File: config.mk
export PLATFORM = sky130hd
export DESIGN_NAME = can_rmt_match
export DESIGN_NICKNAME = d
export VERILOG_FILES = /design/src/rtl/can_rmt_match.sv
export SDC_FILE = /design/constraint.sdc
export NUM_CORES = 1
export LEC_CHECK = 0
export ABC_AREA = 1
export BUFFER_PORTS_ARGS = -buffer_cell sky130_fd_sc_hd__buf_2
export CAP_MARGIN = 20
export CORE_AREA = 2 2 504 506
export DETAILED_ROUTE_END_ITERATION = 8
export DIE_AREA = 0 0 506 508
export HOLD_SLACK_MARGIN = 0.15
export SETUP_SLACK_MARGIN = 0.02
export SYNTH_ARGS = -nofsm -noshare
export SYNTH_HDL_FRONTEND = slang
export SYNTH_SLANG_ARGS = --single-unit
File: constraint.sdc
create_clock -name clk -period 3.5 [get_ports clk]
set_input_delay 0.7 -clock clk [delete_from_list [all_inputs] [get_ports clk]]
set_output_delay 0.7 -clock clk [all_outputs]
set_load 0.01 [all_outputs]
File: src/rtl/can_rmt_match.sv
module can_rmt_match #(
  parameter int NBUF = 32,
  parameter int IDW  = 29
) (
  input  logic                   clk,
  input  logic                   rst_n,
  input  logic                   rf_valid,
  input  logic [IDW-1:0]         rf_id,
  input  logic [3:0]             rf_dlc,
  input  logic [1:0]             op_mode,
  input  logic [NBUF-1:0]        buf_en,
  input  logic [3*NBUF-1:0]      buf_type,
  input  logic [NBUF-1:0]        buf_rdy,
  input  logic [NBUF-1:0]        buf_rtr,
  input  logic [NBUF-1:0]        buf_trq,
  input  logic [NBUF-1:0]        buf_ows,
  input  logic [NBUF-1:0]        buf_ie,
  input  logic [IDW*NBUF-1:0]    buf_id,
  input  logic                   glob_rx_ie,
  output logic [NBUF-1:0]        upd_sel,
  output logic [3:0]             upd_dlc,
  output logic                   ints_set,
  output logic                   rx_irq,
  output logic                   hist_push,
  output logic [$clog2(NBUF)-1:0] hist_num
);
  localparam int NW = $clog2(NBUF);

  logic [NBUF-1:0] hit;
  logic [NBUF-1:0] win_sel;
  logic [NW-1:0]   win_idx;
  logic            found;
  logic            take;
  logic            unused_ign;

  for (genvar i = 0; i < NBUF; i++) begin : g_cmp
    assign hit[i] = buf_en[i] && (buf_type[3*i +: 3] == 3'b000) && buf_rdy[i] &&
                    !buf_rtr[i] && !buf_trq[i] && (buf_id[IDW*i +: IDW] == rf_id);
  end

  assign found   = |hit;
  assign win_sel = hit & (~hit + 1'b1);
  assign take    = rf_valid && found;
  assign unused_ign = ^{op_mode, buf_ows};

  always_comb begin
    win_idx = '0;
    for (int i = NBUF-1; i >= 0; i--)
      if (hit[i]) win_idx = NW'(i);
  end

  always_ff @(posedge clk) begin
    if (!rst_n) begin
      upd_sel   <= '0;
      upd_dlc   <= '0;
      ints_set  <= 1'b0;
      rx_irq    <= 1'b0;
      hist_push <= 1'b0;
      hist_num  <= '0;
    end else begin
      upd_sel   <= take ? win_sel : '0;
      upd_dlc   <= take ? rf_dlc : '0;
      ints_set  <= take && buf_ie[win_idx];
      rx_irq    <= take && buf_ie[win_idx] && glob_rx_ie;
      hist_push <= take;
      hist_num  <= take ? win_idx : '0;
    end
  end

  p_sel_onehot_r4: assert property (@(posedge clk) disable iff (!rst_n) $onehot0(upd_sel));
  p_idle_quiet_r10: assert property (@(posedge clk) disable iff (!rst_n)
    !rf_valid |=> (upd_sel == '0 && !ints_set && !rx_irq && !hist_push));
  p_push_matches_sel_r8: assert property (@(posedge clk) disable iff (!rst_n)
    hist_push |-> (upd_sel == (NBUF'(1) << hist_num)));
  p_sel_needs_push_r8: assert property (@(posedge clk) disable iff (!rst_n)
    (upd_sel != '0) |-> hist_push);
  p_ints_needs_hit_r6: assert property (@(posedge clk) disable iff (!rst_n) ints_set |-> hist_push);
  p_irq_needs_status_r7: assert property (@(posedge clk) disable iff (!rst_n)
    rx_irq |-> (ints_set && $past(glob_rx_ie)));
endmodule

==> Yosys cells after proc, flatten, opt, wreduce, memory -nomap -nowiden <==
Cells that the tools add are included.
{ "totals": {"register_bits": 44, "inputBits": 1255, "out_inout_bits": 44, "elab_cells": 337} }
{ "op_classes": {"n_addsub": 1, "magnitude_cmp": 1, "n_eq_ne": 32, "mux": 34, "bitwise": 2, "n_reduce_logical": 261} }
{ "ops": {"columns": ["operator", "count"], "rows": [
  ["$eq A29 B29 Y1", 32],
  ["$logic_and A1 B1 Y1", 163],
  ["$mux W5", 32],
  ["$logic_not A3 Y1", 32],
  ["$logic_not A1 Y1", 64],
  ["$add A32 B1 Y32 const B", 1],
  ["$and A32 B32 Y32", 1],
  ["$not A32 Y32", 1],
  ["$reduce_or A32 Y1", 1],
  ["$lt A5 B6 Y1 const B", 1],
  ["$bmux W1 S5", 1],
  ["$reduce_and A2 Y1", 1],
  ["$mux W1", 1]
]} }

==> Logic depth before layout (Yosys ltp) <==
Gate-level depths: netlist of run 1.
{ "depth": {"word_depth": 42, "mapped_depth": 45, "mapped_depth_nobuf": 43} }

==> Worst setup path before layout of run 1 <==
OpenSTA, ideal clock, no wires.
{ "synth_path": {"kind": "input-to-reg", "startpoint": "input port rf_id[22]", "endpoint": "register rx_irq", "setup_time_ns": 0.066, "arrival_ns": 3.531, "required_time_ns": 3.434, "path_slack_ns": -0.097, "path_stages": 30, "n_path_buf": 4, "cell_sequence": "buf_4 > inv_2 > buf_2 > buf_4 > a22o_1 > or4_1 > nor4_2 > nand4_2 > nand2_1 > nand2_1 > nand2_1 > nand2_1 > nand2_1 > nand2_1 > nand2_1 > nand2_1 > nand2_1 > nand2_1 > nand2_1 > nand2_2 > nand2_4 > nand2_2 > buf_6 > nand2_1 > nand2_1 > nand2_1 > nand3_1 > nand3_1 > nand3_2 > a21oi_2"} }
{ "synth_via": {"elab_chain_len": 38, "elab_cells_between_ends": 102, "classes_between": "32 x eq/ne; 34 x mux; 36 x reduce/logical"} }
{ "synth_rtl": {"columns": ["element", "line_no", "source"], "rows": [
  ["from (decl)", "8", "input logic [IDW-1:0] rf_id,"],
  ["$eq A29 B29 Y1", "38", "!buf_rtr[i] && !buf_trq[i] && (buf_id[IDW*i +: IDW] == rf_id);"],
  ["$logic_and A1 B1 Y1", "38", null],
  ["$mux W5 (32 in series)", "49", "if (hit[i]) win_idx = NW'(i);"],
  ["$bmux W1 S5", "64", "rx_irq <= take && buf_ie[win_idx] && glob_rx_ie;"],
  ["$mux W1 (not written as such)", "64", null],
  ["$logic_and A1 B1 Y1 * (2 in series)", "64", null],
  ["to (signal assigned)", "64", null],
  ["to (decl)", "23", "output logic rx_irq,"]
]} }
Every way passes the cells marked *; elsewhere a longest branch is shown, timed or not. The select of a mux whose other input is x is not followed.
A chain may end at the register's enable or synchronous reset.

==> Worst setup path after layout of run 1 <==
{ "layout_path": {"startpoint": "input port rf_id[26]", "endpoint": "register rx_irq"} }
The elaborated chain is that of the path after synthesis.

==> results of run 1 <==
[layer usage]
| layer | vias to the layer above | global-route usage |
|---|---|---|
| li1 | 11100 | - |
| met2 | 1698 | 0.301 |
| met5 | - | 0 |
| met3 | 582 | 0.0587 |
| met1 | 11500 | 0.182 |
| met4 | 100 | 0.113 |
[logic make-up (layout without fill, tap and decap cells)]
family                    Yosys count  count (layout)
and+or+nand+nor                   999            1002
xor gates and xnor gates          649             649
buffers and inverters             289            2023
AOI/OAI and AO/OA                 231             231
DFF                                44              44
other                               0             181
[power groups by stage]
stage | registers (uW) | clock network [uW] | logic (uW)
2_1_floorplan | 512 | 0 | 1210
3_3_place_gp | 512 | 0 | 3360
3_5_place_dp | 512 | 0 | 3360
4_1_cts | 500 | 597 | 3470
5_1_grt | 500 | 620 | 3710
6_report | 500 | 585 | 3490
[final cells by class]
class / instances / area (sq um)
fillers: 29500 / 221000
flip-flops and latches: 44 / 881
well taps: 3366 / 4210
clock buffers: 5 / 125
repair buffers: 1857 / 12400
multi-input cells: 1882 / 13100
clock inverters: 3 / 47.5
inverters: 158 / 607
diodes: 181 / 453
[sequential cells by signal, indices dropped and copies added (netlist names)]
name and count:
upd_sel 32, upd_dlc 4, hist_num 5, ints_set 1, hist_push 1, rx_irq 1
[layout by cell type, fill, tap and decap left out, types with 10 or more instances in the layout]
master	n
a22o_1	36
and2_1	10
buf_12	86
buf_2	1239
buf_4	466
buf_6	41
buf_8	13
dfxtp_1	44
diode_2	181
inv_1	138
inv_2	14
nand2_1	415
nand2_2	20
nand2_4	10
nand3_1	56
nand3_2	12
nand3b_1	12
nand4_1	136
nor2_1	78
nor3_1	43
nor3b_1	13
nor4_1	88
nor4_2	28
nor4_4	13
o21ai_0	112
o22ai_1	45
or2_2	10
xnor2_1	418
xnor2_2	12
xor2_1	215
[final timing paths]
check / start / endpoint / slack, ps / depth (start not counted)
max: rf_id[26] / rx_irq / -1120 / 25
min: rf_dlc[1] / upd_dlc[1] / 610 / 3
[stage by stage]
step / utilization / total power, uW / cell area, sq um / setup WS [ps] / setup TNS (ps)
floorplan: - / 1720 / 14300 / -10.9 / -17.8
global placement: 0.114 / 3870 / 28700 / -4110 / -149510
detailed placement: 0.114 / 3870 / 28800 / -2440 / -82900
CTS: 0.121 / 4570 / 30400 / -1200 / -39930
global route: 0.125 / 4830 / 31600 / -1340 / -46630
finish: 0.126 / 4580 / 31800 / -1120 / -40500
[worst max-delay path, stage by stage]
cell and delay, ps:
buf_4 160, buf_12 160, buf_16 160, xnor2_4 200
nand4_1 180, nor4_4 640, nand4_1 620, buf_6 350
buf_4 140, buf_6 110, and2_4 140, o21ai_0 80
nand2_1 70, nand2_1 70, nand2_1 50, nand2_1 90
nand2_2 70, nand3_1 80, nand2_2 80, buf_4 170
nand2_1 80, nand3_2 80, nand3_2 80, nand3_2 90
a21oi_2 130
[Yosys cell counts (all sizes together), types with 12 or more instances]
cell type,n,share of area
inv,157,0.041
nand2,448,0.12
nor3,53,0.019
nor3b,15,0.0079
o21ai,123,0.043
nand4,137,0.061
o22ai,45,0.020
nand3,70,0.026
nor4,129,0.057
nand3b,12,0.0063
a22o,36,0.022
nor2,93,0.025
xor2,215,0.13
buf,124,0.058
xnor2,434,0.27
dfxtp,44,0.062
[timing repair]
item,4_1_cts,5_1_grt
setup buffers,62,52
pin swaps,24,41
hold buffers,0,0
cloned,5,2
resized for setup,184,120
setup endpoints to repair,44,44
==> impl_metrics.yaml, run 1 <==
synth:
  synth_cell_types: 46
  yosysWarningCount: 0
  syn_area_sq_mm: 0.0143
  synth_top_family_by_area: "XOR/XNOR gates"
  synth_fa_ha_area_frac: 0
  async_reset_ff_frac: 0
  synth-compound-area-share: 0.0981
  seq_area_frac_synth: 0.0617
  synth_ff_type: "dfxtp_1"
  mappedNetlistNets: 3467
  syn_inst: 2212
  synthMuxAreaShare: 0
  synth_edf_count: 0
  synth_xor_xnor_area_share: 0.398
  yosys.area_share.simple: 0.341
  ys_seq_elements: 44
  avgSynthCellArea_sq_um: 6.45
placed_design:
  dpl.cell_count: 7203
  hpwl_microns: 214000
  gp_congestion: 1.03
  io_buffers: 1264
clock_tree:
  cts-root-buf: "clkbuf_16"
  clkTransAtPathRegs_ps: 70
  clk_path_buf_depth: 2
  numClockSinks: 44
  cts_tree: "built"
  cts_inserted_buffers: 5
  htree_num_levels: 2
drt:
  wl_met3_microns: 22600
  highest_layer: "met5"
  vias: 25000
  ant_nets: 0
  finalWirelength_microns: 237000
  drt_pre_antenna_iters: 7
  wl_per_cell_microns: 31.6
  viasPerCell: 3.34
  post-route-drc-count: 0
  wl_met1_microns: 82700
  wl_met2_microns: 113000
  first_iter_violations: 1886
floorplan:
  num_rows: 185
  die_w_microns: 506
  die_h_microns: 508
  pin_count: 1299
  core_sq_mm: 0.252
  floorplan.initialDensity: 0.0566
  dieArea_sq_mm: 0.257
timing:
  post-route-period-util: 1.32
  final.setup.worst_slack_ps: -1120
  min_period_ps: 4620
  maxSlewHeadroom: 0.0706
  report.final.slew_viol_count: 0
  fin_hold_ws_ps: 612
  rsz0062_at_grt: "yes"
  hold_viol: 0
  max_freq_ghz: 0.216
  tightestPinTransition_ps: 1380
  setup_violations: 44
finish:
  syn_to_final_growth_pct: 123
  drive_gt1_frac: 0.518
  fin_cells: 7496
  final_nets: 5203
global_routing:
  grt_max_degree: 23
  grt_pass1_wl_microns: 282000
  grt_pass1_vias: 24500
  grt_antenna_before_repair: 240
  grtUsageTotal: 0.175
  overflow: 0
pwr:
  intPower_uw: 2420
  p_switching_uw: 2150
  pwr-share-clk: 0.128
  pwr-share-seq: 0.109
  p_leak_uw: 0.0140
  switching_share: 0.470
  irDropWorstVdd_uv: 148
  p_per_area_mw_per_mm2: 144
  power_frac_comb: 0.763
run_status:
  outcome: "finished with violations"
  violations: "setup timing"
setup_path:
  cp-start-kind: "input pin"
  crit_path_end_kind: "flop"
  critPathArrivalTime_ps: 4870
  critPathMaxFanout: 11
  worst-setup-path-type: "input pin to flop"
  cp.required_ps: 3750
run:
  max-cap-violations: 0
min_path:
  hold_class: "input pin to flop"
Power figures use the tool's default switching activity.
==> inputs of run 2 (changes only) <==
--- a/config.mk
+++ b/config.mk
@@ -8,9 +8,10 @@
 export ABC_AREA = 1
 export BUFFER_PORTS_ARGS = -buffer_cell sky130_fd_sc_hd__buf_2
 export CAP_MARGIN = 20
-export CORE_AREA = 2 2 504 506
+export CORE_AREA = 8 8 495 497
+export CTS_BUF_LIST = sky130_fd_sc_hd__clkbuf_8 sky130_fd_sc_hd__clkbuf_16
 export DETAILED_ROUTE_END_ITERATION = 8
-export DIE_AREA = 0 0 506 508
+export DIE_AREA = 0 0 503 505
 export HOLD_SLACK_MARGIN = 0.15
 export SETUP_SLACK_MARGIN = 0.02
 export SYNTH_ARGS = -nofsm -noshare
==> impl_metrics.yaml, run 2 (synthesis gave the netlist of run 1 again) <==
run_status:
  outcome: "finished with violations"
  violations: "setup timing"
global_routing:
  overflow: 0
  grt_max_degree: 33
  grt_pass1_wl_microns: 280000
  grt_pass1_vias: 25100
  grt_antenna_before_repair: 200
  grtUsageTotal: 0.172
drt:
  drt_pre_antenna_iters: 5
  vias: 24700
  post-route-drc-count: 0
  first_iter_violations: 1850
  viasPerCell: 3.46
  ant_nets: 0
  finalWirelength_microns: 235000
  wl_per_cell_microns: 32.9
setup_path:
  cp-start-kind: "input pin"
  cp.required_ps: 3740
  slowest_stage: "nor4_1"
  critPathMaxFanout: 6
  crit_top_cell: "nand2_1"
  critPathArrivalTime_ps: 4520
  worst-setup-path-type: "input pin to flop"
  crit_path_end_kind: "flop"
  max_stage_delay_ps: 490
finish:
  fin_cells: 7144
  layout_commonest_cell: "buf_2"
  layout_common_cells: "1238 x buf_2, 413 x nand2_1, 410 x buf_4, 406 x xnor2_1, 215 x xor2_1"
  largest_register_ffs: 32
  reg_top3: "upd_sel (32), hist_num (5), upd_dlc (4)"
  drive_gt1_frac: 0.528
  top_register: "upd_sel"
  fillers: 27600
  syn_to_final_growth_pct: 123
  final_nets: 5181
timing:
  final.setup.worst_slack_ps: -779
  rsz0062_at_grt: "yes"
  max_freq_ghz: 0.234
  setup_violations: 44
  min_period_ps: 4280
  post-route-period-util: 1.22
  maxSlewHeadroom: 0.267
  tightestPinTransition_ps: 1100
  hold_viol: 0
  report.final.slew_viol_count: 0
clock_tree:
  clkTransAtPathRegs_ps: 70
  numClockSinks: 44
  clk_path_buf_depth: 2
  cts-root-buf: "clkbuf_16"
  cts_tree: "built"
  cts_inserted_buffers: 5
  htree_num_levels: 2
floorplan:
  core_sq_mm: 0.237
  pin_count: 1299
  die_h_microns: 505
  dieArea_sq_mm: 0.254
  num_rows: 179
  floorplan.initialDensity: 0.0602
  die_w_microns: 503
placed_design:
  dp_slack_ps: -2530
  dpl.cell_count: 6975
  gp_congestion: 0.968
  io_buffers: 1264
  hpwl_microns: 207000
pwr:
  p_per_area_mw_per_mm2: 149
  power_uw: 4740
  p_leak_uw: 0.0142
  irDropWorstVdd_uv: 195
run:
  max-cap-violations: 0
min_path:
  hold_class: "input pin to flop"
  whs_endpoint: "upd_dlc[2]"
  hold_depth: 3
  min_from: "rf_dlc[2]"
## run 2: cell types whose count changed in the layout (fill, tap and decap cells not counted), moves of 10 or more
cell,previous run,this run
buf_12,86,96
buf_4,466,410
nor3_1,43,33
buf_6,41,56
xnor2_1,418,406
diode_2,181,50
## run 2: final cells by class
| class | count | area [sq um] | area share |
|---|---|---|---|
| antenna | 50 | 125 | 0.00392 |
| clock buffer | 5 | 125 | 0.00392 |
| clock inverter | 3 | 46.3 | 0.00145 |
| inverter | 158 | 656 | 0.0206 |
| multi-input combinational | 1880 | 13400 | 0.421 |
| sequential | 44 | 881 | 0.0276 |
| tap | 3167 | 3960 | 0.124 |
| timing repair buffer | 1836 | 12700 | 0.397 |
| timing repair inverter | 1 | 8.76 | 0.000275 |
## run 2: per-layer routing
metal  global-route usage  routed length (microns)  vias to the layer above  part of all wire
li1                     -                        -                    11000                 -
met1                0.178                    82400                    11300              0.35
met2                0.318                   117000                     1790              0.50
met3               0.0598                    22700                      534             0.097
met4               0.0652                    12000                      128             0.051
met5                    0                      866                        -            0.0037
## run 2: stage by stage
stage               utilization  area [sq um]  hold WS, ps  setup TNS (ps)
finish                    0.135         31900          603          -25930
global route              0.134         31800          613          -28750
CTS                       0.126         30000          603          -35350
detailed placement        0.120         28300          920          -98060
global placement          0.119         28300          917         -126110
floorplan                     -         14300          812           -17.8
## run 2: repair_timing
item | CTS | global route
cloned | 5 | 8
endpoints found under the setup margin | 44 | 44
setup buffers | 40 | 67
resized for setup | 215 | 250
hold buffers | 0 | 0
endpoints found under the hold margin | 0 | 0
pin swaps | 23 | 74
## run 2: worst max path at each step
stage                       startpoint           to  slack (ps)  depth (start not counted)
after floorplan              rf_id[15]       rx_irq         -10                         23
after global placement       rf_id[22]       rx_irq       -3480                         35
after detailed placement      rf_id[8]  upd_sel[31]       -2530                         16
after CTS                     rf_id[4]       rx_irq        -970                         31
after global routing      buf_type[66]     ints_set        -920                         37
final                         rf_id[6]       rx_irq        -780                         32
## run 2: worst max-delay path: cells and delay by family
kind	cells	cell delay [ps]
buffers and inverters	7	1090
XOR/XNOR	1	250
AND/OR/NAND/NOR	21	2120
AO/OA/AOI/OAI	3	280
## run 2: where the power goes
part / internal [uW] / switching [uW] / leakage (uW)
combinational: 1670 / 1970 / 0.0137
sequential: 500 / 0.0000000491 / 0.000354
clock: 341 / 257 / 0.0000807
total: 2510 / 2220 / 0.0142
==> inputs of run 3 (changes only) <==
--- a/config.mk
+++ b/config.mk
@@ -8,12 +8,16 @@
 export ABC_AREA = 1
 export BUFFER_PORTS_ARGS = -buffer_cell sky130_fd_sc_hd__buf_2
 export CAP_MARGIN = 20
-export CORE_AREA = 8 8 495 497
+export CELL_PAD_IN_SITES_DETAIL_PLACEMENT = 0
+export CELL_PAD_IN_SITES_GLOBAL_PLACEMENT = 1
+export CORE_AREA = 8 8 497 499
 export CTS_BUF_LIST = sky130_fd_sc_hd__clkbuf_8 sky130_fd_sc_hd__clkbuf_16
 export DETAILED_ROUTE_END_ITERATION = 8
-export DIE_AREA = 0 0 503 505
+export DIE_AREA = 0 0 505 507
 export HOLD_SLACK_MARGIN = 0.15
+export PLACE_DENSITY_LB_ADDON = 0.1
 export SETUP_SLACK_MARGIN = 0.02
+export SKIP_LAST_GASP = 1
 export SYNTH_ARGS = -nofsm -noshare
 export SYNTH_HDL_FRONTEND = slang
 export SYNTH_SLANG_ARGS = --single-unit
==> impl_metrics.yaml, run 3 (synthesis gave the netlist of run 1 again) <==
finish:
  final_nets: 5184
  layout_common_cells: "1236 x buf_2, 426 x buf_4, 411 x xnor2_1, 405 x nand2_1, 213 x xor2_1"
  fillers: 28200
  largest_register_ffs: 32
  reg_top3: "upd_sel (32), hist_num (5), upd_dlc (4)"
  top_register: "upd_sel"
  layout_commonest_cell: "buf_2"
  drive_gt1_frac: 0.533
  fin_cells: 7161
  syn_to_final_growth_pct: 123
placed_design:
  gp_congestion: 0.821
  io_buffers: 1264
  hpwl_microns: 207000
  dpl.cell_count: 7008
  dp_slack_ps: -2100
floorplan:
  core_sq_mm: 0.239
  die_h_microns: 507
  pin_count: 1299
  floorplan.initialDensity: 0.0597
  die_w_microns: 505
  num_rows: 180
  dieArea_sq_mm: 0.256
pwr:
  irDropWorstVdd_uv: 164
  p_per_area_mw_per_mm2: 143
  p_leak_uw: 0.0142
drt:
  wl_per_cell_microns: 31.9
  post-route-drc-count: 0
  viasPerCell: 3.29
  ant_nets: 0
  finalWirelength_microns: 228000
  drt_pre_antenna_iters: 5
  first_iter_violations: 1329
  vias: 23600
timing:
  hold_viol: 0
  final.setup.worst_slack_ps: -709
  tightestPinTransition_ps: 709
  post-route-period-util: 1.20
  maxSlewHeadroom: 0.523
  report.final.slew_viol_count: 0
  setup_violations: 44
  fin_hold_ws_ps: 608
  rsz0062_at_grt: "yes"
  max_freq_ghz: 0.238
  min_period_ps: 4210
setup_path:
  crit_path_end_kind: "flop"
  max_stage_delay_ps: 630
  critPathArrivalTime_ps: 4470
  slowest_stage: "nor4_1"
  cp-start-kind: "input pin"
  worst-setup-path-type: "input pin to flop"
  cp.required_ps: 3760
  critPathMaxFanout: 9
  crit_top_cell: "nand2_1"
run:
  max-cap-violations: 0
clock_tree:
  htree_num_levels: 2
  cts-root-buf: "clkbuf_16"
  clkTransAtPathRegs_ps: 70
  numClockSinks: 44
  clk_path_buf_depth: 2
  cts_tree: "built"
  cts_inserted_buffers: 5
  cts_hold_buf: 0
min_path:
  hold_depth: 3
  hold_class: "input pin to flop"
  whs_endpoint: "upd_dlc[1]"
  min_from: "rf_dlc[1]"
global_routing:
  overflow: 0
  grt_max_degree: 30
  grt_pass1_wl_microns: 283000
  grtUsageTotal: 0.169
  grt_antenna_before_repair: 228
  grt_pass1_vias: 25400
run_status:
  outcome: "finished with violations"
  violations: "setup timing"
-- run 3: changes by cell type in the layout (fill, tap and decap cells not counted), moves of 5 or more --
cell	delta
nor2_4	+5
buf_4	+16
buf_12	-19
xnor2_2	-5
buf_8	+15
nor4_1	-14
xnor2_1	+5
clkbuf_16	-6
nor4_4	+9
nand2_1	-8
nor4_2	+5
nor2_2	-6
-- run 3: worst max-delay path: cells and delay by family --
kind / cells / cell delay (ps)
buffers and inverters: 7 / 1210
xor gates and xnor gates: 1 / 260
AOI/OAI and AO/OA: 1 / 110
and+or+nand+nor: 19 / 2130
-- run 3: final cells by class --
| cell class | count | area, sq um | area share |
|---|---|---|---|
| antenna | 47 | 118 | 0.00370 |
| clock buffer | 5 | 125 | 0.00394 |
| clock inverter | 2 | 12.5 | 0.000394 |
| inverter | 158 | 647 | 0.0204 |
| multi-input combinational | 1882 | 13700 | 0.430 |
| sequential | 44 | 881 | 0.0277 |
| tap | 3185 | 3990 | 0.125 |
| timing repair buffer | 1838 | 12300 | 0.388 |
-- run 3: per-layer routing --
metal,track usage,vias to the layer above,share of wire
li1,-,11000,-
met1,0.179,10900,0.37
met2,0.342,1178,0.54
met3,0.0511,367,0.072
met4,0.00987,154,0.012
met5,0,-,0.0042
-- run 3: how the worst max path moves through the flow --
| stage | startpoint | end | slack (ps) | cells after the start |
|---|---|---|---|---|
| after global placement | rf_id[21] | rx_irq | -2970 | 22 |
| after CTS | buf_en[20] | rx_irq | -760 | 28 |
| after detailed placement | rf_id[11] | rx_irq | -2100 | 23 |
| final | rf_id[25] | rx_irq | -710 | 28 |
| after global routing | rf_id[28] | ints_set | -980 | 34 |
| after floorplan | rf_id[15] | rx_irq | -10 | 23 |
-- run 3: timing repair --
action,4_1_cts,5_1_grt
gates cloned,5,1
pin swaps,80,71
setup buffers,80,28
endpoints found under the hold margin,0,0
resized for setup,439,106
endpoints found under the setup margin,44,44
-- run 3: metrics by stage --
step | utilization | area (sq um) | TNS (ps) | total power, uW
after CTS | 0.130 | 31000 | -25840 | 4650
after floorplan | - | 14300 | -17.8 | 1720
final | 0.133 | 31800 | -21890 | 4530
after global placement | 0.117 | 28000 | -113420 | 3820
after global routing | 0.132 | 31700 | -25060 | 4850
after detailed placement | 0.117 | 28100 | -75930 | 3810
-- run 3: power by group --
part / switching [uW] / leakage [uW] / internal [uW] / total (uW)
Sequential: 0.0000000382 / 0.000354 / 500 / 500
Combinational: 1880 / 0.0138 / 1640 / 3510
Clock: 252 / 0.0000660 / 261 / 514
